===== config.mk =====
export PLATFORM = sky130hd
export DESIGN_NAME = tri_dither_pwm
export DESIGN_NICKNAME = d
export VERILOG_FILES = /design/src/rtl/tdp_pkg.sv /design/src/rtl/tdp_carrier.sv /design/src/rtl/tdp_table.sv /design/src/rtl/tdp_seq.sv /design/src/rtl/tri_dither_pwm.sv
export SDC_FILE = /design/constraint.sdc
export NUM_CORES = 1
export LEC_CHECK = 0
export BUFFER_PORTS_ARGS = -buffer_cell sky130_fd_sc_hd__buf_2
export CAP_MARGIN = 20
export CORE_AREA = 2 2 42 44
export CTS_CLUSTER_DIAMETER = 120
export DETAILED_ROUTE_END_ITERATION = 12
export DIE_AREA = 0 0 44 46
export PLACE_DENSITY = 0.7
export SLEW_MARGIN = 30
export SYNTH_ARGS = -nofsm -noshare
export SYNTH_HDL_FRONTEND = slang
export SYNTH_SLANG_ARGS = --single-unit

===== constraint.sdc =====
create_clock -name clk_i -period 2.03 [get_ports clk_i]
set_input_delay 0.203 -clock clk_i [delete_from_list [all_inputs] [get_ports clk_i]]
set_output_delay 0.203 -clock clk_i [all_outputs]
set_load 0.05 [all_outputs]

===== src/rtl/tdp_pkg.sv =====
package tdp_pkg;
  // Triangle level for step k of an osr-step burst, peak equals period
  function automatic int tri_level(int k, int osr, int period);
    int half;
    int den;
    half = osr / 2;
    den  = (half > 1) ? half - 1 : 1;
    if (k < half) return (k * period) / den;
    return ((osr - 1 - k) * period) / den;
  endfunction
endpackage


===== src/rtl/tdp_carrier.sv =====
module tdp_carrier #(
  parameter int PERIOD = 56,
  localparam int CW = $clog2(PERIOD + 1)
) (
  input  logic          clk_i,
  input  logic          rst_ni,
  input  logic          clear_i,
  input  logic          run_i,
  output logic [CW-1:0] cnt_o,
  output logic          wrap_o
);
  logic [CW-1:0] cnt_q;

  always_ff @(posedge clk_i or negedge rst_ni) begin
    if (!rst_ni)            cnt_q <= '0;
    else if (clear_i)       cnt_q <= '0;
    else if (run_i)         cnt_q <= (cnt_q == CW'(PERIOD - 1)) ? '0 : cnt_q + 1'b1;
    else                    cnt_q <= '0;
  end

  assign cnt_o  = cnt_q;
  assign wrap_o = run_i && (cnt_q == CW'(PERIOD - 1));

  AST_CNT_RANGE: assert property (@(posedge clk_i) disable iff (!rst_ni)
    cnt_q < CW'(PERIOD)) else $error("carrier out of range");
  AST_CNT_IDLE: assert property (@(posedge clk_i) disable iff (!rst_ni)
    !run_i |=> cnt_q == '0) else $error("carrier moved while idle");
endmodule


===== src/rtl/tdp_table.sv =====
module tdp_table
  import tdp_pkg::*;
#(
  parameter int PERIOD   = 56,
  parameter int LOG2_OSR = 4,
  localparam int OSR = 1 << LOG2_OSR,
  localparam int CW  = $clog2(PERIOD + 1)
) (
  input  logic [LOG2_OSR-1:0] idx_i,
  output logic [CW-1:0]       level_o
);
  logic [CW-1:0] lvl [OSR];

  for (genvar k = 0; k < OSR; k++) begin : g_lvl
    localparam int V = tri_level(k, OSR, PERIOD);
    assign lvl[k] = CW'(V);
  end

  assign level_o = lvl[idx_i];
endmodule


===== src/rtl/tdp_seq.sv =====
module tdp_seq #(
  parameter int PERIOD   = 56,
  parameter int LOG2_OSR = 4,
  localparam int OSR = 1 << LOG2_OSR,
  localparam int CW  = $clog2(PERIOD + 1)
) (
  input  logic                clk_i,
  input  logic                rst_ni,
  input  logic                start_i,
  input  logic                wrap_i,
  input  logic [CW-1:0]       level_i,
  output logic [LOG2_OSR-1:0] look_o,
  output logic                busy_o,
  output logic [CW-1:0]       cmp_o
);
  logic                busy_q;
  logic [LOG2_OSR-1:0] idx_q;
  logic [CW-1:0]       cmp_q;
  logic                last;

  assign last   = (idx_q == LOG2_OSR'(OSR - 1));
  assign look_o = start_i ? '0 : idx_q + 1'b1;

  always_ff @(posedge clk_i or negedge rst_ni) begin
    if (!rst_ni) begin
      busy_q <= 1'b0;
      idx_q  <= '0;
      cmp_q  <= '0;
    end else if (start_i) begin
      busy_q <= 1'b1;
      idx_q  <= '0;
      cmp_q  <= level_i;
    end else if (wrap_i) begin
      if (last) begin
        busy_q <= 1'b0;
        idx_q  <= '0;
        cmp_q  <= '0;
      end else begin
        idx_q  <= idx_q + 1'b1;
        cmp_q  <= level_i;
      end
    end
  end

  assign busy_o = busy_q;
  assign cmp_o  = cmp_q;

  AST_CMP_HOLD: assert property (@(posedge clk_i) disable iff (!rst_ni)
    (busy_q && !wrap_i && !start_i) |=> $stable(cmp_q)) else $error("level moved mid-period");
  AST_CMP_CEIL: assert property (@(posedge clk_i) disable iff (!rst_ni)
    cmp_q <= CW'(PERIOD)) else $error("level above full scale");
  AST_BURST_END: assert property (@(posedge clk_i) disable iff (!rst_ni)
    (busy_q && wrap_i && last && !start_i) |=> !busy_q) else $error("burst overran");
endmodule


===== src/rtl/tri_dither_pwm.sv =====
module tri_dither_pwm #(
  parameter int PERIOD   = 56,
  parameter int LOG2_OSR = 4
) (
  input  logic clk_i,
  input  logic rst_ni,
  input  logic start_i,
  output logic pwm_o,
  output logic step_o
);
  localparam int CW = $clog2(PERIOD + 1);

  logic [CW-1:0]       cnt;
  logic                wrap;
  logic                busy;
  logic [CW-1:0]       cmp;
  logic [CW-1:0]       level;
  logic [LOG2_OSR-1:0] look;

  tdp_carrier #(.PERIOD(PERIOD)) u_carrier (
    .clk_i, .rst_ni, .clear_i(start_i), .run_i(busy), .cnt_o(cnt), .wrap_o(wrap)
  );

  tdp_table #(.PERIOD(PERIOD), .LOG2_OSR(LOG2_OSR)) u_table (
    .idx_i(look), .level_o(level)
  );

  tdp_seq #(.PERIOD(PERIOD), .LOG2_OSR(LOG2_OSR)) u_seq (
    .clk_i, .rst_ni, .start_i, .wrap_i(wrap), .level_i(level),
    .look_o(look), .busy_o(busy), .cmp_o(cmp)
  );

  assign pwm_o  = busy && (cnt < cmp);
  assign step_o = busy && (cnt == '0);

  AST_START_ARMS: assert property (@(posedge clk_i) disable iff (!rst_ni)
    start_i |=> step_o) else $error("start did not arm");
endmodule


# After elaboration in Yosys (flattened, before gate mapping)

Memory sizes are Yosys's and may differ from the RTL's.
Cells that the tools add are included.

Flip-flop bits (word level): 17
Memory bits (read-only): 96
Word-level logic and storage cells: 34
Memories kept: 1

Add/sub/neg operators: 2
Order comparisons: 2
Equal/unequal tests: 2
Multiplexer cells: 15
Bitwise operators: 1
Reductions and logical operators: 7

Memories:

| name            | depth | width | rd ports | clocked after Yosys merged registers in | wr ports | RTL line        | text |
|---|---|---|---|---|---|---|---|
| (no name shown) | 16    | 6     | 1        | 0                                       | 0        | tdp_table.sv:19 | `assign level_o = lvl[idx_i];` |

Operators by type and width:

| operator                                                       | count |
|---|---|
| 6-bit 2-to-1 mux                                               | 8 |
| 4-bit 2-to-1 mux                                               | 4 |
| 6-bit by 1-bit adder with 6-bit output (second input constant) | 1 |
| 6-bit == test (second input constant)                          | 1 |
| 6-bit logical NOT                                              | 1 |
| 6-bit < comparator                                             | 1 |
| 5-bit >= comparator (second input constant)                    | 1 |
| 4-bit NOT with 5-bit output                                    | 1 |
| 4-bit by 1-bit adder with 4-bit output (second input constant) | 1 |
| 4-bit == test (second input constant)                          | 1 |
| 2-bit nonzero test                                             | 2 |
| 1-bit logical AND                                              | 3 |
| 1-bit 2-to-1 mux                                               | 3 |
| 2-bit AND reduction                                            | 1 |

# Depth between registers and ports, before layout

Gate-level depths: netlist of the first run.

Depth after elaboration: 9
Mapped depth: 5
Mapped depth without buffers: 5

# By module

From an unflattened synthesis of the first run, not the netlist that was laid out.

Cells, all modules: 99
Area, all modules: 1014.7 µm²

Modules (own cells, without submodules):

| module         | times used | cells an instance | area each (µm²) | sequential area each (µm²) |
|---|---|---|---|---|
| tdp_seq        | 1          | 48                | 524.3           | 275.3 |
| tdp_carrier    | 1          | 25                | 279.0           | 150.1 |
| tri_dither_pwm | 1          | 19                | 158.9           | 0.0 |
| tdp_table      | 1          | 7                 | 52.6            | 0.0 |

# Least setup slack after synthesis of the first run

No wires, ideal clock.

Kind: register to output
Start: register u_carrier.cnt_q[0] (netlist: u_carrier.cnt_o[0])
End: output port step_o
Arrival time: 2.120 ns
Data required time: 1.827 ns
Slack: -0.293 ns
Cell stages (with the launch flop): 5
Buffers on the path: 0
Path through: dfrtp_1 -> inv_1 -> ha_1 -> nand2b_1 -> nor4_1

Cells in the longest elaborated chain, start to end: 2

RTL lines:

| element                  | RTL line             | text |
|---|---|---|
| start: declaration       | tdp_carrier.sv:12    | `logic [CW-1:0] cnt_q;` |
| start signal: assignment | tdp_carrier.sv:17    | `else if (run_i) cnt_q <= (cnt_q == CW'(PERIOD - 1)) ? '0 : cnt_q + 1'b1;` |
| 6-bit logical NOT        | tri_dither_pwm.sv:34 | `assign step_o = busy && (cnt == '0);` |
| 1-bit logical AND        | tri_dither_pwm.sv:34 |  |
| end: declaration         | tri_dither_pwm.sv:9  | `output logic step_o` |

No other way between the ends.

# Final worst setup path of the first run

Start: register u_carrier.cnt_q[4] (netlist: u_carrier.cnt_o[4])
End: output port pwm_o

Cells in the longest elaborated chain, start to end: 2

RTL lines:

| element            | RTL line             | text |
|---|---|---|
| 6-bit < comparator | tri_dither_pwm.sv:33 | `assign pwm_o = busy && (cnt < cmp);` |
| 1-bit logical AND  | tri_dither_pwm.sv:33 |  |
| end: declaration   | tri_dither_pwm.sv:8  | `output logic pwm_o,` |

No other way between the ends.

==> results of run 1 <==
## power breakdown
group / switching [uW] / internal (uW)
clock network: 81.9 / 68.6
registers: 6.13 / 283
logic: 31.3 / 15.2
total: 119 / 367
## per-stage QoR
stage	power [uW]	setup slack, ns	utilization (%)
after detailed placement	341	0.393	52.2
after global placement	341	0.437	52.2
after CTS	493	0.0890	54.3
final	487	0.138	54.4
after global routing	518	0.0258	54.4
after floorplan	326	0.269	-
## final timing paths
path                                 endpoint  slack [ns]
min                            u_seq.idx_q[2]        0.11
max reg2reg                    u_seq.idx_q[3]        0.42
min reg2reg                u_carrier.cnt_o[0]        0.49
max                                     pwm_o        0.14
min in group asynchronous  u_carrier.cnt_o[3]        0.35
max in group asynchronous      u_seq.idx_q[2]        1.44
## logic make-up (layout without fill, tap and decap cells)
| logic type | count (synthesis) | in the layout | share of synthesized area [%] |
|---|---|---|---|
| xor gates and xnor gates | 9 | 9 | 9.71 |
| buffers and inverters | 9 | 15 | 5.24 |
| AOI/OAI and AO/OA | 11 | 11 | 10.6 |
| adders and majority gates | 5 | 5 | 7.70 |
| and+or+nand+nor | 30 | 30 | 22.2 |
| muxes | 1 | 1 | 1.39 |
| DFF | 14 | 14 | 43.1 |
## registers in the layout (all words and copies together) (netlist names)
signal and flops:
u_carrier.cnt_o 6, u_seq.idx_q 4, u_seq.busy_o 1, u_seq.cmp_o 3
## worst register-to-register path, cell delays in order (launching register included)
cell and delay, ns:
dfrtp_1 0.39, ha_1 0.27, nand4_4 0.17, nor4b_4 0.41
and3_1 0.21, a221o_1 0.10
## cell usage in the layout (no fill, tap or decap)
cell type | Yosys | final
dfrtp_1 | 14 | 14
nor2_1 | 11 | 11
inv_1 | 7 | 7
xnor2_1 | 6 | 6
nand2b_1 | 5 | 5
ha_1 | 5 | 5
nand3_1 | 4 | 4
a22o_1 | 4 | 4
clkbuf_4 | 0 | 4
xor2_1 | 3 | 3
nand2_1 | 3 | 3
buf_2 | 1 | 3
a21boi_0 | 2 | 2
nor3_1 | 2 | 2
nand4_4 | 1 | 1
o21bai_1 | 1 | 1
o21ai_0 | 1 | 1
and3b_1 | 1 | 1
nor4_2 | 0 | 1
nor4b_4 | 1 | 1
mux2_2 | 1 | 1
and3_1 | 1 | 1
a221o_1 | 1 | 1
o31ai_1 | 1 | 1
o22ai_1 | 1 | 1
dlygate4sd3_1 | 0 | 1
## area by class of cell
cell class	count	area [um2]	area share, %
Inverter	7	26.3	2.99
Tap cell	17	21.3	2.42
Sequential cell	14	350	39.9
Timing Repair Buffer	5	32.5	3.70
Clock buffer	3	22.5	2.56
Multi-Input combinational cell	56	425	48.4
## what timing repair did
item | CTS | global route
hold buffers | 1 | 0
endpoints found under the hold margin | 14 | 0
setup endpoints to repair | 0 | 1
resized for setup | 0 | 1
## metal layers
metal  up-vias  wire length (um)  track usage (%)
met1       261               639             19.8
li1        281                 -                -
met4         0                12             10.9
met3         2                26             3.57
met2         3               682             26.5
met5         -                 0                0
==> results.py, run 1 <==
metrics = {
    "synth": {
        "async_flop_share_pct": 100,
        "synth_cell_types": 25,
        "syn_avg_cell_area_um2": 10.3,
        "synth_most_common_cell": "dfrtp_1",
        "synth_cells": 79,
        "synth_commonest_cells": "14 x dfrtp_1, 11 x nor2_1, 7 x inv_1",
        "post-synth-top-area-fraction_pct": 43.1,
        "synthesis.nets": 87,
        "ys_seq_area_share_pct": 43.1,
        "ys_top_cells_by_area": "dfrtp_1 43%, ha_1 7.7%, xnor2_1 6.5%",
        "ys_ff_latch": 14,
        "yosysTopAreaCell": "dfrtp_1",
        "syn_area_um2": 812,
        "synth_warnings": 0,
        "synth-edff-count": 0,
        "synth_top_flop_cell": "dfrtp_1",
    },
    "timing": {
        "rsz0062_at_grt": "false",
        "worst_pin_slew_ns": 0.396,
        "finalHoldViolations": 0,
        "timing.hold.ws_ns": 0.113,
        "relSlewSlack_pct": 73.5,
        "min_period_ns": 1.89,
        "finClkSkew_ns": 0.00619,
        "max_freq_mhz": 528,
        "maxSlewViolCount": 0,
        "period_share_pct": 93.2,
        "fin_tns_setup_ns": 0,
        "setup_viol": 0,
    },
    "critical_path": {
        "cp_cell_sequence": "ha_1 -> a21boi_0 -> o21ai_0 -> and3b_1 -> clkbuf_4",
        "setup.worst_path.end_class": "output pin",
        "worstSetupPathType": "reg2out",
        "cpPeakStageDelay_ns": 0.47,
        "crit_buf_inv": 1,
        "worst_setup_path_start_kind": "flip-flop",
        "worstReg2RegStart": "u_carrier.cnt_o[0]",
        "crit_family": "flip-flops",
        "cp.arrival_ns": 1.69,
        "cp_slowest_cell": "dfrtp_1",
        "critPathRequiredTime_ns": 1.83,
        "cp_max_fo": 5,
        "crit_start": "u_carrier.cnt_o[4]",
        "cp_num_cells": 5,
        "r2r_cells": 5,
    },
    "hold_path": {
        "whs_path_depth": 2,
        "hold_start": "start_i",
        "hold_class": "in2reg",
    },
    "cts": {
        "cts_root_buf": "clkbuf_4",
        "numCtsBuffers": 3,
        "postCtsSetupBuffers": 0,
        "htree_num_levels": 1,
        "tritoncts": "built",
        "cts_sinks": 14,
        "cts.path.max_buffers": 2,
        "clkTransAtPathRegs_ns": 0.08,
        "clk_latency_ns": 0.27,
    },
    "final_layout": {
        "fin_nets": 95,
        "diodes": 0,
        "syn2layout_area_growth_pct": 8.17,
        "drive_gt1_share_pct": 12.9,
        "instances_no_fill": 102,
        "fillers": 159,
        "final_cell_area_um2": 878,
    },
    "grt": {
        "grt_max_degree": 15,
        "antenna_found_initial": 0,
        "grt_pass1_vias": 524,
        "grt_use_total_pct": 16.5,
        "grt_pass1_wl_um": 2290,
        "grt_overflow": 0,
    },
    "flow_run": {
        "maxCapViolCount": 0,
    },
    "placed_design": {
        "dp_hpwl_um": 1040,
        "finalWeightedCongestion": 0.727,
        "dp.cells": 98,
        "place_area_um2": 843,
        "numPortBuffers": 4,
    },
    "floorplan": {
        "die_w_um": 44,
        "die_area_um2": 2020,
        "die_h_um": 46,
        "core_um2": 1610,
        "initial_utilization_pct": 50.3,
        "io_pins": 5,
        "std_cell_rows": 15,
    },
    "drt": {
        "num_vias": 547,
        "avgViaCountPerCell": 5.36,
        "ant_nets": 0,
        "remaining_drc_errors": 0,
        "drt-pass1-iter-count": 4,
        "wl_per_cell_um": 13.3,
        "routed_wl_um": 1360,
        "drt_iter0_drc": 12,
    },
    "pwr": {
        "peakVddDrop_mv": 0.329,
        "powerDensity_nw_per_um2": 554,
        "p_leak_uw": 0.000415,
    },
    "run_status": {
        "outcome": "finished, final reports clean",
    },
}
Note: power is estimated with default switching activity, not from simulation.
==> run 2: changes to the inputs <==
--- a/config.mk
+++ b/config.mk
@@ -7,12 +7,13 @@
 export LEC_CHECK = 0
 export BUFFER_PORTS_ARGS = -buffer_cell sky130_fd_sc_hd__buf_2
 export CAP_MARGIN = 20
-export CORE_AREA = 2 2 42 44
+export CORE_AREA = 2 2 46 48
 export CTS_CLUSTER_DIAMETER = 120
 export DETAILED_ROUTE_END_ITERATION = 12
-export DIE_AREA = 0 0 44 46
-export PLACE_DENSITY = 0.7
+export DIE_AREA = 0 0 48 50
+export PLACE_DENSITY = 0.71
 export SLEW_MARGIN = 30
 export SYNTH_ARGS = -nofsm -noshare
 export SYNTH_HDL_FRONTEND = slang
+export SYNTH_HIERARCHICAL = 1
 export SYNTH_SLANG_ARGS = --single-unit
==> results.py, run 2 <==
metrics = {
    "run_status": {
        "outcome": "finished, final reports clean",
    },
    "critical_path": {
        "r2r_cells": 8,
        "crit_start": "u_carrier/cnt_o[5]",
        "cp.arrival_ns": 1.77,
        "critPathRequiredTime_ns": 1.83,
        "worstReg2RegStart": "u_carrier/cnt_o[1]",
        "setup.worst_path.end_class": "output pin",
        "worst_setup_path_start_kind": "flip-flop",
        "worstSetupPathType": "reg2out",
        "cp_max_fo": 5,
    },
    "final_layout": {
        "final_common_cell": "dfrtp_1",
        "multiInputGateArea_um2": 588,
        "drive_gt1_share_pct": 27.9,
        "syn2layout_area_growth_pct": 17.5,
        "diodes": 0,
        "fin_nets": 122,
        "mostFrequentLayoutCells": "13 x dfrtp_1, 8 x xor2_1, 8 x nor2_1",
        "seqCellArea_um2": 430,
        "fillers": 166,
    },
    "drt": {
        "remaining_drc_errors": 0,
        "wl_met1_um": 871,
        "drt-pass1-iter-count": 4,
        "ant_nets": 0,
        "routed_wl_um": 1950,
        "avgViaCountPerCell": 5.24,
        "wl_met3_um": 23,
        "top_layer": "met4",
        "wl_met2_um": 1040,
        "wl_per_cell_um": 14.1,
        "num_vias": 723,
        "drt_iter0_drc": 14,
    },
    "placed_design": {
        "finalWeightedCongestion": 0.792,
        "place_ws_ns": 0.191,
        "dp_hpwl_um": 1360,
        "numPortBuffers": 4,
    },
    "cts": {
        "clk_latency_ns": 0.28,
        "tritoncts": "built",
        "htree_num_levels": 1,
        "cts_sinks": 17,
        "cts.path.max_buffers": 2,
        "clkTransAtPathRegs_ns": 0.09,
        "numCtsBuffers": 3,
        "cts_root_buf": "clkbuf_4",
    },
    "floorplan": {
        "die_area_um2": 2400,
        "die_w_um": 48,
        "io_pins": 5,
        "std_cell_rows": 16,
        "initial_utilization_pct": 53.4,
        "core_um2": 1900,
        "die_h_um": 50,
    },
    "synth": {
        "async_flop_share_pct": 100,
        "yosysTopAreaCell": "dfrtp_1",
        "synth_cell_types": 34,
        "ys_seq_area_share_pct": 41.9,
        "synth_commonest_cells": "17 x dfrtp_1, 8 x nor2_1, 8 x xor2_1",
        "synth_warnings": 6,
        "synth_top_flop_cell": "dfrtp_1",
        "ys_ff_latch": 17,
        "ys_top_cells_by_area": "dfrtp_1 42%, ha_1 8.6%, xor2_1 6.9%",
        "post-synth-top-area-fraction_pct": 41.9,
        "synth_most_common_cell": "dfrtp_1",
        "synth-edff-count": 0,
        "syn_area_um2": 1010,
        "synth_cells": 99,
        "syn_avg_cell_area_um2": 10.2,
    },
    "timing": {
        "max_freq_mhz": 507,
        "maxSlewViolCount": 0,
        "finClkSkew_ns": 0.00113,
        "finalHoldViolations": 0,
        "min_period_ns": 1.97,
        "setup_viol": 0,
        "timing.hold.ws_ns": 0.220,
        "period_share_pct": 97.1,
        "worst_slack_ns": 0.0586,
    },
    "grt": {
        "grt_overflow": 0,
        "grt_pass1_vias": 722,
        "grt_use_total_pct": 20.1,
        "grt_max_degree": 18,
        "grt_pass1_wl_um": 3350,
        "antenna_found_initial": 0,
    },
    "hold_path": {
        "hold_start": "start_i",
        "hold_class": "in2reg",
        "whs_path_depth": 2,
    },
    "pwr": {
        "peakVddDrop_mv": 0.474,
        "powerDensity_nw_per_um2": 560,
        "p_leak_uw": 0.000545,
    },
    "flow_run": {
        "maxCapViolCount": 0,
    },
}
==> run 2: path summary, 6_finish.rpt <==
check	endpoint	slack [ns]
worst max-delay path	step_o	0.06
worst min-delay path	u_seq/idx_q[1]	0.22
worst max register to register	u_seq/idx_q[3]	0.20
worst min register to register	u_seq/cmp_o[4]	0.52
max in group asynchronous	u_carrier/cnt_o[3]	1.36
min in group asynchronous	u_seq/busy_o	0.37
==> run 2: logic make-up (layout without fill, tap and decap cells) <==
kind of cell | after synthesis | after routing | synth area share [%]
buffers and inverters | 11 | 21 | 6.78
other | 1 | 3 | 0.370
XOR/XNOR | 9 | 9 | 7.77
AO/OA/AOI/OAI | 20 | 20 | 13.9
adder cells (fa/ha/maj) | 7 | 7 | 8.63
flip-flops | 17 | 17 | 41.9
AND/OR/NAND/NOR | 34 | 34 | 20.6
==> run 2: worst max-delay path, stage by stage (launching register included) <==
cell	delay, ns
dfrtp_2	0.44
buf_4	0.14
or4_4	0.48
nor4b_4	0.23
buf_6	0.19
==> run 2: power by group <==
group          internal (uW)  switching [uW]
clock                   76.2            99.2
sequential               351            10.6
combinational           58.2            72.7
==> run 2: metrics by stage <==
step	cell area (um2)	total power [uW]	TNS [ns]	std cells	util, %
final	1190	668	0	138	62.7
after global routing	1190	706	-0.00537	138	62.7
after CTS	1100	660	-0.00198	133	58.0
after detailed placement	1050	469	0	128	55.2
after global placement	1050	465	0	128	55.2
after floorplan	1030	443	0	101	-
==> run 2: what timing repair did <==
action / CTS / global route
pin swaps: 0 / 1
hold buffers: 1 / 0
gates resized for setup: 7 / 9
hold endpoints to repair: 17 / 0
setup buffers: 0 / 5
setup endpoints to repair: 2 / 2
==> run 2: area by class of cell <==
cell class	count	area share (%)
Sequential cell	17	36.1
Inverter	5	1.57
Timing Repair Buffer	12	7.97
Clock buffer	4	2.20
Tap cell	27	2.83
Multi-Input combinational cell	73	49.3
==> run 2: metal layers <==
| layer | up-vias | track usage, % |
|---|---|---|
| met4 | 0 | 8.11 |
| li1 | 370 | - |
| met1 | 347 | 25.1 |
| met3 | 2 | 2.20 |
| met2 | 4 | 33.6 |
| met5 | - | 0 |
==> run 3: changes to the inputs <==
--- a/config.mk
+++ b/config.mk
@@ -7,11 +7,13 @@
 export LEC_CHECK = 0
 export BUFFER_PORTS_ARGS = -buffer_cell sky130_fd_sc_hd__buf_2
 export CAP_MARGIN = 20
-export CORE_AREA = 2 2 46 48
+export CELL_PAD_IN_SITES_DETAIL_PLACEMENT = 1
+export CELL_PAD_IN_SITES_GLOBAL_PLACEMENT = 1
+export CORE_AREA = 2 2 50 52
 export CTS_CLUSTER_DIAMETER = 120
 export DETAILED_ROUTE_END_ITERATION = 12
-export DIE_AREA = 0 0 48 50
-export PLACE_DENSITY = 0.71
+export DIE_AREA = 0 0 52 54
+export PLACE_DENSITY_LB_ADDON = 0.1
 export SLEW_MARGIN = 30
 export SYNTH_ARGS = -nofsm -noshare
 export SYNTH_HDL_FRONTEND = slang
==> results.py, run 3 (synthesis results as in run 2) <==
metrics = {
    "run_status": {
        "outcome": "finished, final reports clean",
    },
    "cts": {
        "cts.path.max_buffers": 2,
        "clk_latency_ns": 0.28,
        "htree_num_levels": 1,
        "cts_root_buf": "clkbuf_4",
        "cts_sinks": 17,
        "tritoncts": "built",
        "clkTransAtPathRegs_ns": 0.10,
        "numCtsBuffers": 3,
    },
    "floorplan": {
        "std_cell_rows": 18,
        "core_um2": 2320,
        "die_area_um2": 2810,
        "die_h_um": 54,
        "die_w_um": 52,
        "initial_utilization_pct": 43.7,
        "io_pins": 5,
    },
    "grt": {
        "grt_max_degree": 18,
        "grt_pass1_wl_um": 3380,
        "antenna_found_initial": 0,
        "grt_use_total_pct": 16.7,
        "grt_overflow": 0,
        "grt_pass1_vias": 768,
    },
    "final_layout": {
        "drive_gt1_share_pct": 22.2,
        "final_common_cell": "dfrtp_1",
        "fillers": 280,
        "syn2layout_area_growth_pct": 14.2,
        "fin_nets": 119,
        "diodes": 0,
        "final_cell_area_um2": 1160,
        "mostFrequentLayoutCells": "14 x dfrtp_1, 8 x xor2_1, 8 x nor2_1",
    },
    "drt": {
        "drt-pass1-iter-count": 4,
        "avgViaCountPerCell": 5.33,
        "remaining_drc_errors": 0,
        "num_vias": 736,
        "drt_iter0_drc": 5,
        "wl_per_cell_um": 14.8,
        "routed_wl_um": 2040,
        "ant_nets": 0,
    },
    "pwr": {
        "p_leak_uw": 0.000530,
        "total_power_uw": 655,
        "powerDensity_nw_per_um2": 565,
        "peakVddDrop_mv": 0.285,
    },
    "placed_design": {
        "finalWeightedCongestion": 0.693,
        "dp_hpwl_um": 1470,
        "numPortBuffers": 4,
        "place_area_um2": 1050,
        "place_ws_ns": 0.168,
    },
    "timing": {
        "rsz0062_at_grt": "true",
        "finalHoldViolations": 0,
        "timing.hold.ws_ns": 0.223,
        "max_freq_mhz": 511,
        "min_period_ns": 1.96,
        "finClkSkew_ns": 0.00425,
        "maxSlewViolCount": 0,
        "setup_viol": 0,
        "worst_slack_ns": 0.0745,
        "period_share_pct": 96.3,
    },
    "critical_path": {
        "cp_cell_sequence": "buf_6 -> or4_4 -> nor4b_4 -> buf_6",
        "r2r_cells": 7,
        "cpPeakStageDelay_ns": 0.48,
        "timing.critical_path.mode_cell": "buf_6",
        "endpoint": "step_o",
        "critPathRequiredTime_ns": 1.83,
        "cp_max_fo": 4,
        "setup.worst_path.end_class": "output pin",
        "cp_slowest_cell": "or4_4",
        "worst_setup_path_start_kind": "flip-flop",
        "r2r_slack_ns": 0.11,
        "crit_start": "u_carrier/cnt_o[5]",
        "cp.arrival_ns": 1.75,
        "worstSetupPathType": "reg2out",
        "worstReg2RegStart": "u_carrier/cnt_o[1]",
        "rr_endpoint": "u_seq/idx_q[3]",
    },
    "hold_path": {
        "whs_path_depth": 2,
        "hold_class": "in2reg",
        "hold_start": "start_i",
    },
    "flow_run": {
        "maxCapViolCount": 0,
    },
}
run 3: cell count changes in the layout (fill, tap and decap cells not counted), sizes merged:
cell | previous run | this run
buf | 11 | 8
run 3: worst max-delay path, delay by kind of cell, from the launching register on:
kind | cells | cell delay [ns]
DFF | 1 | 0.44
and+or+nand+nor | 2 | 0.71
buffers and inverters | 2 | 0.33
run 3: repair_timing:
item	in CTS	in global routing
endpoints found under the setup margin	2	3
buffers inserted	1	1
endpoints found under the hold margin	17	0
gates resized for setup	6	7
hold buffers	1	0
pin swaps	0	2
run 3: report_power, final:
part           internal [uW]  total (uW)  switching, uW
registers                351         363           11.7
logic                   49.6         115           65.1
clock network           76.1         178            102
total                    477         655            178
run 3: how the worst min path moves through the flow:
stage / end
floorplan: u_carrier/cnt_o[0]
global placement: u_seq/idx_q[2]
detailed placement: u_seq/idx_q[2]
CTS: u_seq/idx_q[1]
global route: u_seq/idx_q[0]
finish: u_seq/idx_q[1]
run 3: through the flow:
step | TNS (ns) | util [%] | cells
floorplan | 0 | - | 101
global placement | 0 | 45.4 | 131
detailed placement | 0 | 45.4 | 131
CTS | 0 | 48.0 | 137
global route | -0.0557 | 49.9 | 138
finish | 0 | 49.9 | 138
run 3: area by class of cell:
| class | count | area (um2) | share of cell area, % |
|---|---|---|---|
| Inverter | 5 | 18.8 | 1.62 |
| Multi-Input combinational cell | 73 | 571 | 49.2 |
| Clock buffer | 4 | 26.3 | 2.27 |
| Sequential cell | 17 | 429 | 37.0 |
| Timing Repair Buffer | 9 | 76.3 | 6.59 |
| Tap cell | 30 | 37.5 | 3.24 |
run 3: layer usage:
metal  vias up  part of all wire (%)  track usage, %
met2         4                    53            30.8
met4         0                  0.73            6.58
met1       372                    45            19.3
li1        358                     -               -
met3         2                   1.5            2.50
met5         -                     0               0
